**config.mk**
```make
export PLATFORM = sky130hd
export DESIGN_NAME = phyreg_bank
export DESIGN_NICKNAME = d
export VERILOG_FILES = /design/src/rtl/phyreg_pkg.sv /design/src/rtl/phyreg_alias_reg.sv /design/src/rtl/phyreg_irq_latch.sv /design/src/rtl/phyreg_bank.sv
export SDC_FILE = /design/constraint.sdc
export NUM_CORES = 1
export LEC_CHECK = 0
export ABC_AREA = 1
export BUFFER_PORTS_ARGS = -buffer_cell sky130_fd_sc_hd__buf_2
export CAP_MARGIN = 20
export CORE_MARGIN = 10
export CORE_UTILIZATION = 40
export CTS_CLUSTER_DIAMETER = 80
export DETAILED_ROUTE_END_ITERATION = 7
export PLACE_DENSITY = 0.55
export SYNTH_ARGS = -nofsm -noshare
export SYNTH_HDL_FRONTEND = slang
export SYNTH_SLANG_ARGS = --single-unit
export TNS_END_PERCENT = 5
```
**constraint.sdc**
```tcl
create_clock -name clk -period 1.3 [get_ports clk]
set_input_delay 0.13 -clock clk [delete_from_list [all_inputs] [get_ports clk]]
set_output_delay 0.13 -clock clk [all_outputs]
set_load 0.02 [all_outputs]
```
**src/rtl/phyreg_pkg.sv**
```systemverilog
package phyreg_pkg;
   localparam int DW = 8;
   localparam int AW = 8;
   localparam int N_CTRL = 6;

   localparam int IDX_FUNC  = 0;
   localparam int IDX_IFACE = 1;
   localparam int IDX_OTG   = 2;
   localparam int IDX_RISE  = 3;
   localparam int IDX_FALL  = 4;
   localparam int IDX_SCR   = 5;

   localparam logic [AW-1:0] A_STATUS = 8'h13;
   localparam logic [AW-1:0] A_LATCH  = 8'h14;
   localparam logic [AW-1:0] A_DEBUG  = 8'h15;

   localparam int RSTREQ_BIT = 5;

   typedef enum logic [1:0] {
      OP_WRITE = 2'd0,
      OP_SET   = 2'd1,
      OP_CLEAR = 2'd2,
      OP_NONE  = 2'd3
   } alias_op_e;

   function automatic logic [AW-1:0] ctrl_base(input int idx);
      if (idx < 5) return AW'(4 + 3 * idx);
      return 8'h16;
   endfunction

   function automatic logic [DW-1:0] ctrl_rst(input int idx);
      case (idx)
         IDX_FUNC: return 8'h41;
         IDX_OTG:  return 8'h06;
         IDX_RISE: return 8'h1F;
         IDX_FALL: return 8'h1F;
         default:  return 8'h00;
      endcase
   endfunction

   function automatic logic [DW-1:0] ctrl_mask(input int idx);
      if (idx == IDX_FUNC) return 8'h7F;
      return 8'hFF;
   endfunction
endpackage

```
**src/rtl/phyreg_alias_reg.sv**
```systemverilog
module phyreg_alias_reg
   import phyreg_pkg::*;
#(
   parameter int               RW    = 8,
   parameter int               RAW   = 8,
   parameter logic [RAW-1:0]   BASE  = '0,
   parameter logic [RW-1:0]    RST   = '0,
   parameter logic [RW-1:0]    MASK  = '1
) (
   input  logic           clk,
   input  logic           rst_n,
   input  logic           wr_en,
   input  logic [RAW-1:0] addr,
   input  logic [RW-1:0]  wdata,
   input  logic [RW-1:0]  hw_clr,
   output logic [RW-1:0]  q,
   output logic           hit
);
   localparam int LAST = int'(BASE) + 2;

   if (LAST >= (1 << RAW)) begin : g_bad_base
      $error("alias window runs past the address space");
   end

   logic [RAW-1:0] off;
   alias_op_e      op;
   logic [RW-1:0]  q_n;

   assign off = addr - BASE;
   assign hit = (int'(addr) >= int'(BASE)) && (int'(addr) <= LAST);

   always_comb begin
      op = OP_NONE;
      if (wr_en && hit) begin
         case (off[1:0])
            2'd0:    op = OP_WRITE;
            2'd1:    op = OP_SET;
            default: op = OP_CLEAR;
         endcase
      end
   end

   always_comb begin
      q_n = q & ~hw_clr;
      case (op)
         OP_WRITE: q_n = wdata & MASK;
         OP_SET:   q_n = q_n | (wdata & MASK);
         OP_CLEAR: q_n = q_n & ~wdata;
         default:  ;
      endcase
   end

   always_ff @(posedge clk or negedge rst_n) begin
      if (!rst_n) q <= RST & MASK;
      else        q <= q_n;
   end

   AST_SET_ONLY_ADDS: assert property (@(posedge clk) disable iff (!rst_n)
      (op == OP_SET && hw_clr == '0) |=> ((q & $past(q)) == $past(q)));
   AST_CLEAR_ONLY_REMOVES: assert property (@(posedge clk) disable iff (!rst_n)
      (op == OP_CLEAR) |=> ((q & ~$past(q)) == '0));
   AST_IDLE_HOLDS: assert property (@(posedge clk) disable iff (!rst_n)
      (op == OP_NONE && hw_clr == '0) |=> $stable(q));
endmodule

```
**src/rtl/phyreg_irq_latch.sv**
```systemverilog
module phyreg_irq_latch #(
   parameter int N_SRC = 5
) (
   input  logic             clk,
   input  logic             rst_n,
   input  logic [N_SRC-1:0] src,
   input  logic [N_SRC-1:0] en_rise,
   input  logic [N_SRC-1:0] en_fall,
   input  logic             rd_clr,
   output logic [N_SRC-1:0] latch_q
);
   logic [N_SRC-1:0] src_d;
   logic [N_SRC-1:0] ev;

   for (genvar b = 0; b < N_SRC; b++) begin : g_edge
      assign ev[b] = (src[b] & ~src_d[b] & en_rise[b]) |
                     (~src[b] & src_d[b] & en_fall[b]);
   end

   always_ff @(posedge clk or negedge rst_n) begin
      if (!rst_n) begin
         src_d   <= '0;
         latch_q <= '0;
      end else begin
         src_d   <= src;
         latch_q <= (rd_clr ? '0 : latch_q) | ev;
      end
   end

   AST_NEW_BIT_NEEDS_TOGGLE: assert property (@(posedge clk) disable iff (!rst_n)
      1'b1 |=> ((latch_q & ~$past(latch_q) & ~($past(src) ^ $past(src_d))) == '0));
   AST_READ_EMPTIES: assert property (@(posedge clk) disable iff (!rst_n)
      (rd_clr && ev == '0) |=> (latch_q == '0));
   AST_EVENT_KEPT: assert property (@(posedge clk) disable iff (!rst_n)
      (ev != '0) |=> ((latch_q & $past(ev)) == $past(ev)));
endmodule

```
**src/rtl/phyreg_bank.sv**
```systemverilog
module phyreg_bank
   import phyreg_pkg::*;
#(
   parameter int           N_SRC      = 5,
   parameter int           LS_W       = 2,
   parameter logic [15:0]  VENDOR_ID  = 16'h1A2B,
   parameter logic [15:0]  PRODUCT_ID = 16'h3C4D
) (
   input  logic             clk,
   input  logic             rst_n,
   input  logic             acc_req,
   input  logic             acc_we,
   input  logic [7:0]       acc_addr,
   input  logic [7:0]       acc_wdata,
   output logic [7:0]       acc_rdata,
   output logic             acc_rvalid,
   input  logic [N_SRC-1:0] irq_src,
   input  logic [LS_W-1:0]  line_state,
   input  logic             xcvr_rst_done,
   output logic [7:0]       func_ctrl_o,
   output logic [7:0]       iface_ctrl_o,
   output logic [7:0]       otg_ctrl_o
);
   localparam logic [DW-1:0] EN_MASK   = DW'((32'd1 << N_SRC) - 1);
   localparam logic [DW-1:0] RSTREQ_M  = DW'(32'd1 << RSTREQ_BIT);
   localparam logic [AW-1:0] IMM_LAST  = 8'h3F;

   if (N_SRC > DW || N_SRC < 1) begin : g_bad_src
      $error("source count must fit one data byte");
   end
   if (LS_W > DW || LS_W < 1) begin : g_bad_ls
      $error("line-state width must fit one data byte");
   end

   logic [DW-1:0] ctrl_q   [N_CTRL];
   logic [N_CTRL-1:0] ctrl_hit;
   logic          wr_acc;
   logic          rd_acc;
   logic [DW-1:0] rd_n;
   logic [N_SRC-1:0] lat_q;

   assign wr_acc = acc_req && acc_we;
   assign rd_acc = acc_req && !acc_we;

   for (genvar i = 0; i < N_CTRL; i++) begin : g_ctrl
      localparam logic [AW-1:0] BASE_I = ctrl_base(i);
      localparam logic [DW-1:0] MASK_I =
         (i == IDX_RISE || i == IDX_FALL) ? EN_MASK : ctrl_mask(i);
      logic [DW-1:0] clr_i;
      if (i == IDX_FUNC) begin : g_hw
         assign clr_i = xcvr_rst_done ? RSTREQ_M : '0;
      end else begin : g_sw
         assign clr_i = '0;
      end
      phyreg_alias_reg #(
         .RW(DW), .RAW(AW), .BASE(BASE_I), .RST(ctrl_rst(i)), .MASK(MASK_I)
      ) u_reg (
         .clk(clk), .rst_n(rst_n), .wr_en(wr_acc), .addr(acc_addr),
         .wdata(acc_wdata), .hw_clr(clr_i), .q(ctrl_q[i]), .hit(ctrl_hit[i])
      );
   end

   phyreg_irq_latch #(.N_SRC(N_SRC)) u_irq (
      .clk(clk), .rst_n(rst_n), .src(irq_src),
      .en_rise(ctrl_q[IDX_RISE][N_SRC-1:0]),
      .en_fall(ctrl_q[IDX_FALL][N_SRC-1:0]),
      .rd_clr(rd_acc && acc_addr == A_LATCH),
      .latch_q(lat_q)
   );

   always_comb begin
      rd_n = '0;
      case (acc_addr)
         8'h00:    rd_n = VENDOR_ID[7:0];
         8'h01:    rd_n = VENDOR_ID[15:8];
         8'h02:    rd_n = PRODUCT_ID[7:0];
         8'h03:    rd_n = PRODUCT_ID[15:8];
         A_STATUS: rd_n = DW'(irq_src);
         A_LATCH:  rd_n = DW'(lat_q);
         A_DEBUG:  rd_n = DW'(line_state);
         default:  rd_n = '0;
      endcase
      for (int i = 0; i < N_CTRL; i++) begin
         if (ctrl_hit[i]) rd_n = ctrl_q[i];
      end
      if (acc_addr > IMM_LAST) rd_n = '0;
   end

   always_ff @(posedge clk or negedge rst_n) begin
      if (!rst_n) begin
         acc_rdata  <= '0;
         acc_rvalid <= 1'b0;
      end else begin
         acc_rvalid <= rd_acc;
         if (rd_acc) acc_rdata <= rd_n;
      end
   end

   assign func_ctrl_o  = ctrl_q[IDX_FUNC];
   assign iface_ctrl_o = ctrl_q[IDX_IFACE];
   assign otg_ctrl_o   = ctrl_q[IDX_OTG];

   AST_RVALID_FOLLOWS: assert property (@(posedge clk) disable iff (!rst_n)
      rd_acc |=> acc_rvalid);
   AST_RSTREQ_STICKY: assert property (@(posedge clk) disable iff (!rst_n)
      (func_ctrl_o[RSTREQ_BIT] && !xcvr_rst_done && !wr_acc) |=> func_ctrl_o[RSTREQ_BIT]);
   AST_RSTREQ_DONE_CLEARS: assert property (@(posedge clk) disable iff (!rst_n)
      (xcvr_rst_done && !wr_acc) |=> !func_ctrl_o[RSTREQ_BIT]);
   AST_UPPER_READS_ZERO: assert property (@(posedge clk) disable iff (!rst_n)
      (rd_acc && acc_addr > IMM_LAST) |=> (acc_rdata == '0));
   AST_ID_LOW_BYTE: assert property (@(posedge clk) disable iff (!rst_n)
      (rd_acc && acc_addr == 8'h00) |=> (acc_rdata == VENDOR_ID[7:0]));
endmodule

```
==> After elaboration in Yosys (flattened, before gate mapping) <==
Index checks and enable logic that the tools add are counted.
{ "classes": {"bitwise_logic": 51, "addsub": 6, "muxes": 28, "order_cmp": 13, "n_reduce_logical": 34, "n_eq_ne": 24} }
{ "ops": {"columns": ["operator", "count"], "rows": [
  ["8-bit one-hot mux with 3 select lines", 6],
  ["8-bit AND", 7],
  ["8-bit two-way mux", 7],
  ["7-bit one-hot mux with 7 select lines", 1],
  ["2-bit by 1-bit == test with 1-bit output (second input constant)", 12],
  ["8-bit by 5-bit == test with 1-bit output (second input constant)", 3],
  ["8-bit by 4-bit <= comparator with 1-bit output (second input constant)", 3],
  ["2-bit logical NOT", 12],
  ["8-bit bitwise OR", 3],
  ["2-bit one-hot mux with 2 select lines", 6],
  ["1-bit AND", 20],
  ["8-bit by 2-bit == test with 1-bit output (second input constant)", 2],
  ["8-bit by 3-bit greater-or-equal comparator with 1-bit output (second input constant)", 2],
  ["8-bit by 4-bit greater-or-equal comparator with 1-bit output (second input constant)", 2],
  ["8-bit by 5-bit greater-or-equal comparator with 1-bit output (second input constant)", 2],
  ["8-bit by 5-bit <= comparator with 1-bit output (second input constant)", 2],
  ["8-bit by 5-bit bitwise OR with 8-bit output", 2],
  ["1-bit logical AND", 15],
  ["3-bit nonzero test", 5],
  ["2-bit == test (second input constant)", 6],
  ["2-bit two-way mux", 6],
  ["1-bit NOT", 10],
  ["8-bit by 1-bit == test with 1-bit output (second input constant)", 1],
  ["8-bit by 6-bit greater-than comparator with 1-bit output (second input constant)", 1],
  ["12 further kinds", 20]
]} }
{ "word_totals": {"in_bits": 28, "register_bits": 67} }

==> Longest topological paths before layout <==
Gate-level depths: netlist of run 1.
{ "logic_depth": {"ltp_word": 9, "mapped_depth": 16, "ltp_nobuf": 16} }

==> Modules after synthesis <==
A second synthesis of run 1 with hierarchy kept.
{ "unflattened": {"hier_cells": 750, "area_unflattened_um2": 5042.3} }
{ "modules_own_cells": {"columns": ["mod", "cells_per_inst", "area_per_inst_um2", "seq_area_each_um2", "instances"], "rows": [
  ["phyreg_bank", 211, 1143.6, 225.2, 1],
  ["phyreg_alias_reg at g_ctrl[5].u_reg", 92, 653.1, 200.2, 1],
  ["phyreg_alias_reg at g_ctrl[0].u_reg", 82, 619.3, 202.7, 1],
  ["phyreg_alias_reg at g_ctrl[1].u_reg", 92, 619.3, 200.2, 1],
  ["phyreg_alias_reg at g_ctrl[3].u_reg", 80, 566.8, 206.4, 1],
  ["phyreg_alias_reg at g_ctrl[2].u_reg", 84, 564.3, 202.7, 1],
  ["phyreg_alias_reg at g_ctrl[4].u_reg", 68, 490.5, 206.4, 1],
  ["phyreg_irq_latch", 41, 385.4, 250.2, 1]
]} }

==> Worst setup path after synthesis of run 1 <==
OpenSTA, ideal clock, no wires.
{ "synth_timing": {"path_type": "input to register", "start": "in acc_addr[1]", "end": "reg g_ctrl[2].u_reg.q[0]", "setup_ns": 0.133, "setup_slack_ns": -1.029, "t_arrival_ns": 2.197, "n_path_buf": 0, "path_stages": 15, "cell_sequence": "inv_1 ha_1 inv_1 a21oi_1 nand3_2 inv_2 nand2_1 a21oi_1 inv_1 ha_1 inv_1 nor2_1 o21ai_0 o21ai_0 a21oi_1"} }
{ "synth_via": {"elab_chain_len": 6, "word_cells_on_any_way": 14, "classes_between": "add/sub (1); order compare (2); eq/ne (3); mux (3); reduce/logical (5)"} }
{ "synth_rtl": {"columns": ["element", "line_no", "source"], "rows": [
  ["start: declaration", "phyreg_bank.sv:13", "input logic [7:0] acc_addr,"],
  ["8-bit by 4-bit greater-or-equal comparator with 1-bit output, or another cell as far along", "phyreg_alias_reg.sv:30", "assign hit = (int'(addr) >= int'(BASE)) && (int'(addr) <= LAST);"],
  ["1-bit logical AND, or another cell as far along", "phyreg_alias_reg.sv:30", null],
  ["1-bit logical AND / 2-bit one-hot mux with 2 select lines (equally long branches)", "phyreg_alias_reg.sv:34, phyreg_alias_reg.sv:35", null],
  ["2-bit two-way mux *", "phyreg_alias_reg.sv:34", "if (wr_en && hit) begin"],
  ["2-bit == test, or another cell as far along", "phyreg_alias_reg.sv:45", "case (op)"],
  ["8-bit one-hot mux with 3 select lines / 3-bit nonzero test (equally long branches)", null, null],
  ["end signal: assignment", "phyreg_alias_reg.sv:54", "if (!rst_n) q <= RST & MASK;"],
  ["end signal: assignment", "phyreg_alias_reg.sv:55", "else q <= q_n;"],
  ["end: declaration", "phyreg_alias_reg.sv:16", "output logic [RW-1:0] q,"]
]} }
Every way passes the cells marked *; elsewhere a longest branch is shown, timed or not.
A chain may end at the register's enable or synchronous reset.

==> Worst setup path in the final report of run 1 <==
{ "layout_timing": {"start": "in acc_addr[1]", "end": "reg g_ctrl[4].u_reg.q[2]"} }
{ "layout_via": {"elab_chain_len": 6, "word_cells_on_any_way": 14, "classes_between": "add/sub (1); order compare (2); eq/ne (3); mux (3); reduce/logical (5)"} }
{ "layout_rtl": {"columns": ["element", "line_no"], "rows": [
  ["8-bit by 5-bit greater-or-equal comparator with 1-bit output, or another cell as far along", "phyreg_alias_reg.sv:30"],
  ["1-bit logical AND, or another cell as far along", "phyreg_alias_reg.sv:30"],
  ["1-bit logical AND / 2-bit one-hot mux with 2 select lines (equally long branches)", "phyreg_alias_reg.sv:34, phyreg_alias_reg.sv:35"],
  ["2-bit two-way mux *", "phyreg_alias_reg.sv:34"],
  ["2-bit == test, or another cell as far along", "phyreg_alias_reg.sv:45"],
  ["8-bit one-hot mux with 3 select lines / 3-bit nonzero test (equally long branches)", null],
  ["end signal: assignment", "phyreg_alias_reg.sv:54"],
  ["end signal: assignment", "phyreg_alias_reg.sv:55"],
  ["end: declaration", "phyreg_alias_reg.sv:16"]
]} }
Marks and branches as above.

==> metrics.txt, run 1 <==
status=finished, violations left; failing checks=setup timing; final std cells w/o fill=866; Residual DRC=0; GR Overflow Total=0; num rows=38; Post-Route Setup TNS=-12.35 ns; largest net degree at the start of global routing=68; Worst-Margin Slew=0.3944 ns; Tot Pwr=4.789 mW; core area=0.01084 sq mm; number of synthesis warnings=0; pre-CTS WS=-0.8355 ns; Tightest Hold Check Type=in -> reg; Netlist Area Pre-Place=0.004430 sq mm; slew margin rel.=73.71%; drt wl/cell=16.44 um; DRT Wirelength=14240 um; leakage=2.981 nW; crit path DAT=1.99 ns; first-pass GRT wire length=23450 um; worst setup margin=-0.4049 ns; Req. time, crit path=1.59 ns; Main synth FF type=dfrtp_1; PwrDens=824.3 mW/mm^2; Port Buffers=60; Area Overhead vs Synth=31.15%; deepest clock path buffer count=2; DR iter-0 viols=229; Reg clk slew, reported paths=0.08 ns; dpl hpwl=10740 um; Mapped Cells=611; Inst Count DP=839; final setup fails=52; I/O Pins=61; number of enable flip-flop cells after synthesis=0; Starting Density=40.87%; vias per cell=5.079; die height=125.2 um; commonest non-fill, non-tap cell in the layout=nand2_1; Root Buffer=clkbuf_8; Setup crit start kind=primary input; antenna cells=0; Worst Setup End Kind=flop; Final period util=131.1%; Clock Latency Late Sink=0.36 ns; Finished Core Util=53.60%; die area=0.01569 sq mm; Fmax achieved=0.5866 GHz; drt pass-1 iters=5; nets=768; vias in the first global route=4507; Clock Skew=0.009142 ns; FILL cells=1104; # H-tree levels=3; die width=125.2 um; design area=0.005811 sq mm; ys async rst share=100.0%; most frequent cells in the layout=nand2_1, a21oi_1, inv_1; Netlist cell types=38; total CTS buffers=9; initial antenna violation count=0; Period minus WS final=1.705 ns; worst hold slack=0.1002 ns; CTS Sinks=67; kind of critical path=in -> reg; total track usage=18.36%; IR drop worst, VDD=0.5243 mV; syn_nets=658; final max-slew violation count=0; post-route ant nets=0; Final Hold Viols=0; placed inst area=0.005300 sq mm; #FFs+latches synth=67; syn_area_per_cell=7.251 sq um; DR vias=4398; Critical Path Fanout Max=6; RSZ-0062 raised after global routing=yes; share of cells above drive strength 1=34.02%; sequential area share after synthesis=38.24%; MaxCap Viol Count=0; Placer Congestion=0.8771; CTS tree=built
kinds of logic after synthesis:
group | after synthesis | synth area share, %
adders and majority gates | 19 | 5.366
AOI/OAI and AO/OA | 190 | 22.99
DFF | 67 | 38.24
and+or+nand+nor | 199 | 19.51
buffers and inverters | 136 | 13.89
power breakdown:
part / total [mW] / switching [mW] / internal (mW)
Clock: 1.61 / 0.873 / 0.740
Combinational: 0.858 / 0.543 / 0.315
Sequential: 2.32 / 0.0935 / 2.23
Total: 4.79 / 1.51 / 3.28
timing repair:
item	4_1_cts	5_1_grt
gates resized for setup	80	29
pin swaps	26	16
endpoints found under the hold margin	59	0
gates cloned	0	0
hold buffers	7	0
setup endpoints to repair	57	59
buffers inserted	2	2
synthesized netlist by cell type (2+ instances only):
master	count	area, sq um
nand2_2	5	31.28
o311ai_0	3	26.28
o21ai_1	5	25.02
a21boi_0	2	15.01
or2_2	2	12.51
clkbuf_1	11	41.29
buf_2	2	10.01
ha_1	19	237.7
o221ai_1	2	17.52
o21ai_2	2	17.52
nand3_1	33	165.2
a211oi_1	5	37.54
nand3b_1	2	15.01
dfstp_2	14	367.9
nor3_1	3	15.01
nand2_1	97	364.1
o22ai_1	4	25.02
o211ai_1	2	15.01
clkinv_1	2	7.510
dfrtp_1	53	1326
nor2_2	6	37.54
inv_2	7	26.28
buf_4	25	187.7
a21oi_1	80	400.4
o21ai_0	82	410.4
inv_1	87	326.6
nor2_1	45	168.9
critical path: stages:
cell and delay (ns):
buf_8 0.10, clkinvlp_4 0.15, buf_4 0.14, o21ai_1 0.07, or2_4 0.29, nor3_4 0.14
inv_1 0.11, ha_4 0.29, inv_4 0.05, nor2_4 0.16, a21oi_2 0.05, a211oi_2 0.23
nor2_1 0.07
flip-flops by register name, indices dropped and copies added, names as in the netlist:
register        flops
acc_rdata           8
acc_rvalid          1
g_ctrl.u_reg.q     48
u_irq.latch_q       5
u_irq.src_d         5
final cells by class:
cell class,instances,area [sq um],share of cell area (%)
multi-input cells,408,2407,41.43
flip-flops and latches,67,1694,29.16
repair buffers,138,980.9,16.88
inverters,97,376.6,6.481
well taps,140,175.2,3.015
clock buffers,10,137.6,2.369
clock inverters,6,38.79,0.6675
metal layers:
metal / up-vias / GRT usage, % / wire length, um
met1: 2062 / 24.03 / 6667
met5: - / 0 / 0
met3: 18 / 3.422 / 661
li1: 2202 / - / -
met4: 0 / 6.030 / 239
met2: 116 / 29.81 / 6672
path summary, 6_finish.rpt:
kind                                        end  cells past startpoint  slack (ns)                  from
hold / removal             g_ctrl[0].u_reg.q[5]                      4        0.10         xcvr_rst_done
setup reg to reg                   acc_rdata[3]                     10        0.09      u_irq.latch_q[3]
min in group asynchronous  g_ctrl[0].u_reg.q[7]                      3        0.29                 rst_n
hold reg to reg            g_ctrl[3].u_reg.q[6]                      2        0.47  g_ctrl[3].u_reg.q[6]
max in group asynchronous  g_ctrl[4].u_reg.q[1]                      3        0.63                 rst_n
setup / recovery           g_ctrl[4].u_reg.q[2]                     13       -0.40           acc_addr[1]
Note: power is estimated with default switching activity, not from simulation.
==> run 2: changes to the inputs <==
Settings changed: PLACE_DENSITY 0.55 to 0.54, SYNTH_HIERARCHICAL from default to 1, TNS_END_PERCENT 5 to 30.
==> run 2 against run 1 <==
- the run still ends with setup timing left
- worst setup slack improved by 0.22 ns
- cell count increased by 27%
- sequential share of layout area decreased by 4.3 points
- clock-buffer cell count decreased by 1
- flip-flop and latch count unchanged
==> metrics.txt, run 2 <==
drt pass-1 iters=5 (unchanged); Final period util=114.5% (was 131.1%); Period minus WS final=1.489 ns (was 1.705 ns); Worst Setup End Kind=flop (unchanged); multi-input logic area=0.003002 sq mm (was 0.002407 sq mm); crit-path most repeated cell=nand2_1; MaxCap Viol Count=0 (unchanged); post-synthesis simple-gate area fraction=43.82% (was 19.51%); num rows=40 (was 38); vias per cell=4.767 (was 5.079); final setup fails=8 (was 52); Yosys top cell area share=26.30% (was 29.94%); failing checks=setup timing (unchanged); IR drop worst, VDD=0.6567 mV (was 0.5243 mV); Clock Skew=0.004706 ns (was 0.009142 ns); Tightest Hold Check Type=in -> reg (unchanged); drt wl/cell=15.28 um (was 16.44 um); first-pass GRT wire length=27340 um (was 23450 um); Fmax achieved=0.6718 GHz (was 0.5866 GHz); die area=0.01750 sq mm (was 0.01569 sq mm); largest net degree at the start of global routing=68 (unchanged); most frequent cells in the layout=nand2_1, inv_1, nor2_1 (was nand2_1, a21oi_1, inv_1); Critical Path Fanout Max=8 (was 6); final max-slew violation count=0 (unchanged); register with the highest flop count=g_ctrl.u_reg/q (was g_ctrl.u_reg.q); Buf/Inv on CP=4 (was 5); Reg clk slew, reported paths=0.06 ns (was 0.08 ns); status=finished, violations left (unchanged); largest stage delay on the critical path=0.28 ns (was 0.29 ns); Post-Synth Adder-Cell Area=1.489% (was 5.366%); GR Util met2=32.53% (was 29.81%); pre-CTS WS=-0.7426 ns (was -0.8355 ns); GR Overflow Total=0 (unchanged); kind of critical path=in -> reg (unchanged); post-route ant nets=0 (unchanged); initial antenna violation count=0 (unchanged); leakage=3.685 nW (was 2.981 nW); DRT Wirelength=16770 um (was 14240 um); max reg flops=48 (unchanged); RSZ-0062 raised after global routing=yes (unchanged); top-count cell post-synth=nand2_1 (unchanged); total CTS buffers=9 (unchanged); Storage cell area=0.001694 sq mm (unchanged); syn_area_per_cell=6.723 sq um (was 7.251 sq um); Clock Latency Late Sink=0.35 ns (was 0.36 ns); die width=132.3 um (was 125.2 um); Placer Congestion=0.9002 (was 0.8771); largest family of logic cells by synthesized area=simple AND/OR/NAND/NOR gates (was compound AO/OA/AOI/OAI gates); number of synthesis warnings=6 (was 0); met1 track demand over resource=24.46% (was 24.03%); antenna cells=0 (unchanged); sequential area share after synthesis=33.60% (was 38.24%); #FFs+latches synth=67 (unchanged); FILL cells=1204 (was 1104); crit path DAT=1.73 ns (was 1.99 ns); Netlist cell types=40 (was 38); # H-tree levels=3 (unchanged); synth cell count leaders=nand2_1, inv_1, nor2_1 (was nand2_1, inv_1, o21ai_0); Yosys top cell by area=dfrtp_1 (unchanged); dpl hpwl=12810 um (was 10740 um); DR vias=5229 (was 4398); Main synth FF type=dfrtp_1 (unchanged); CTS tree=built (unchanged); critical path cell sequence=buf_12 -> buf_8 -> ha_4 -> nand2_2 -> nand2_1 -> nand3_2 -> nor2_4 -> buf_6 -> buf_6 -> a221oi_2 -> nand2_1 -> o21ai_1 -> nand2_1 -> nand2_1 -> nand2_1 -> nand2_1 -> nand2_1 (was buf_8 -> clkinvlp_4 -> buf_4 -> o21ai_1 -> or2_4 -> nor3_4 -> inv_1 -> ha_4 -> inv_4 -> nor2_4 -> a21oi_2 -> a211oi_2 -> nor2_1); number of enable flip-flop cells after synthesis=0 (unchanged); Req. time, crit path=1.54 ns (was 1.59 ns); met3 usage=3.620% (was 3.422%); commonest non-fill, non-tap cell in the layout=nand2_1 (unchanged); total track usage=19.54% (was 18.36%); die height=132.3 um (was 125.2 um); Area Overhead vs Synth=35.21% (was 31.15%); critical path's top delay family=simple AND/OR/NAND/NOR gates (unchanged); post-synthesis mux area share=0% (unchanged); Residual DRC=0 (unchanged); deepest clock path buffer count=2 (unchanged); share of cells above drive strength 1=25.83% (was 34.02%); PwrDens=865.2 mW/mm^2 (was 824.3 mW/mm^2); core area=0.01216 sq mm (was 0.01084 sq mm); Starting Density=41.46% (was 40.87%); Mapped Cells=750 (was 611); xor/xnor cell area share of the yosys netlist=2.605% (was 0%); I/O Pins=61 (unchanged); compound-gate portion of the synthesized area=5.583% (was 22.99%); Netlist Area Pre-Place=0.005042 sq mm (was 0.004430 sq mm); CTS Sinks=67 (unchanged); nets=958 (was 768); Top Usage Layer GRT=met2 (unchanged); vias in the first global route=5106 (was 4507); DR iter-0 viols=353 (was 229); synth top area cells=dfrtp_1, nand2_1, inv_1, dfstp_2, nand4_1 (was dfrtp_1, o21ai_0, a21oi_1, dfstp_2, nand2_1); Root Buffer=clkbuf_16 (was clkbuf_8); ys async rst share=100.0% (unchanged); worst hold slack=0.07986 ns (was 0.1002 ns); Port Buffers=60 (unchanged); largest registers=g_ctrl.u_reg/q (48), acc_rdata (8) (was g_ctrl.u_reg.q (48), acc_rdata (8)); Setup crit start kind=primary input (unchanged); slowest CP cell=a221oi_2 (was or2_4); Final Hold Viols=0 (unchanged); worst setup margin=-0.1885 ns (was -0.4049 ns)
-- run 2: cell count changes after synthesis, moves of 12 or more --
| cell | delta |
|---|---|
| nand3_1 | +13 |
| nand2_1 | +129 |
| or2_2 | +12 |
| nand4_1 | +54 |
| o21ai_0 | -70 |
| inv_1 | +40 |
| ha_1 | -13 |
| a21oi_1 | -61 |
| nor2_1 | +39 |
| buf_4 | -21 |
-- run 2: where the power goes --
group | switching, mW | leakage [nW] | internal (mW)
clock | 0.987 | 0.165 | 1.87
combinational | 0.564 | 2.66 | 0.327
sequential | 0.0249 | 0.862 | 2.13
-- run 2: worst min-delay path, cell delays in order --
cell     delay, ns
buf_2         0.11
nand3_1       0.07
nand3_1       0.08
-- run 2: cells by family (layout without fill, tap and decap cells) --
family / after synthesis / after routing
AO/OA/AOI/OAI: 46 / 46
AND/OR/NAND/NOR: 462 / 462
XOR/XNOR: 15 / 15
adder cells (fa/ha/maj): 6 / 6
buffers and inverters: 153 / 286
other: 1 / 47
flip-flops: 67 / 67
-- run 2: layout make-up --
type | instances | area share (%)
multi-input combinational | 576 | 44.03
clock buffer | 9 | 3.303
timing repair buffer | 136 | 15.23
clock inverter | 7 | 1.707
sequential | 67 | 24.85
tap | 168 | 3.083
inverter | 134 | 7.800
-- run 2: final timing paths --
check	start	endpoint	slack, ns	cells after the start
setup / recovery	acc_addr[1]	acc_rdata[5]	-0.19	17
hold / removal	irq_src[0]	u_irq/latch_q[0]	0.08	3
setup reg to reg	g_ctrl[1].u_reg/q[4]	acc_rdata[4]	-0.02	8
hold reg to reg	acc_rdata[4]	acc_rdata[4]	0.48	2
max in group asynchronous	rst_n	g_ctrl[0].u_reg/q[0]	0.61	3
min in group asynchronous	rst_n	u_irq/src_d[0]	0.31	3
-- run 2: what timing repair did --
item	CTS	global route
pin swaps	8	7
resized for setup	26	14
hold buffers	7	0
buffers inserted	2	0
endpoints found under the hold margin	59	0
setup endpoints to repair	28	24
-- run 2: through the flow --
step	instance area (sq um)	TNS [ns]	cells	util, %	power (mW)
6_report	6818	-1.057	1097	56.06	5.899
5_1_grt	6818	-2.716	1097	56.06	6.134
4_1_cts	6777	-1.032	1097	55.72	5.951
3_5_place_dp	6245	-23.06	1072	51.35	3.023
3_3_place_gp	6245	-21.27	1072	51.35	3.015
2_1_floorplan	5291	-2.084	796	-	2.609
-- run 2: metal layers --
layer	routed length (um)	part of all wire (%)
met4	482	2.9
met5	0	0
met2	7990	48
met1	7599	45
met3	693	4.1
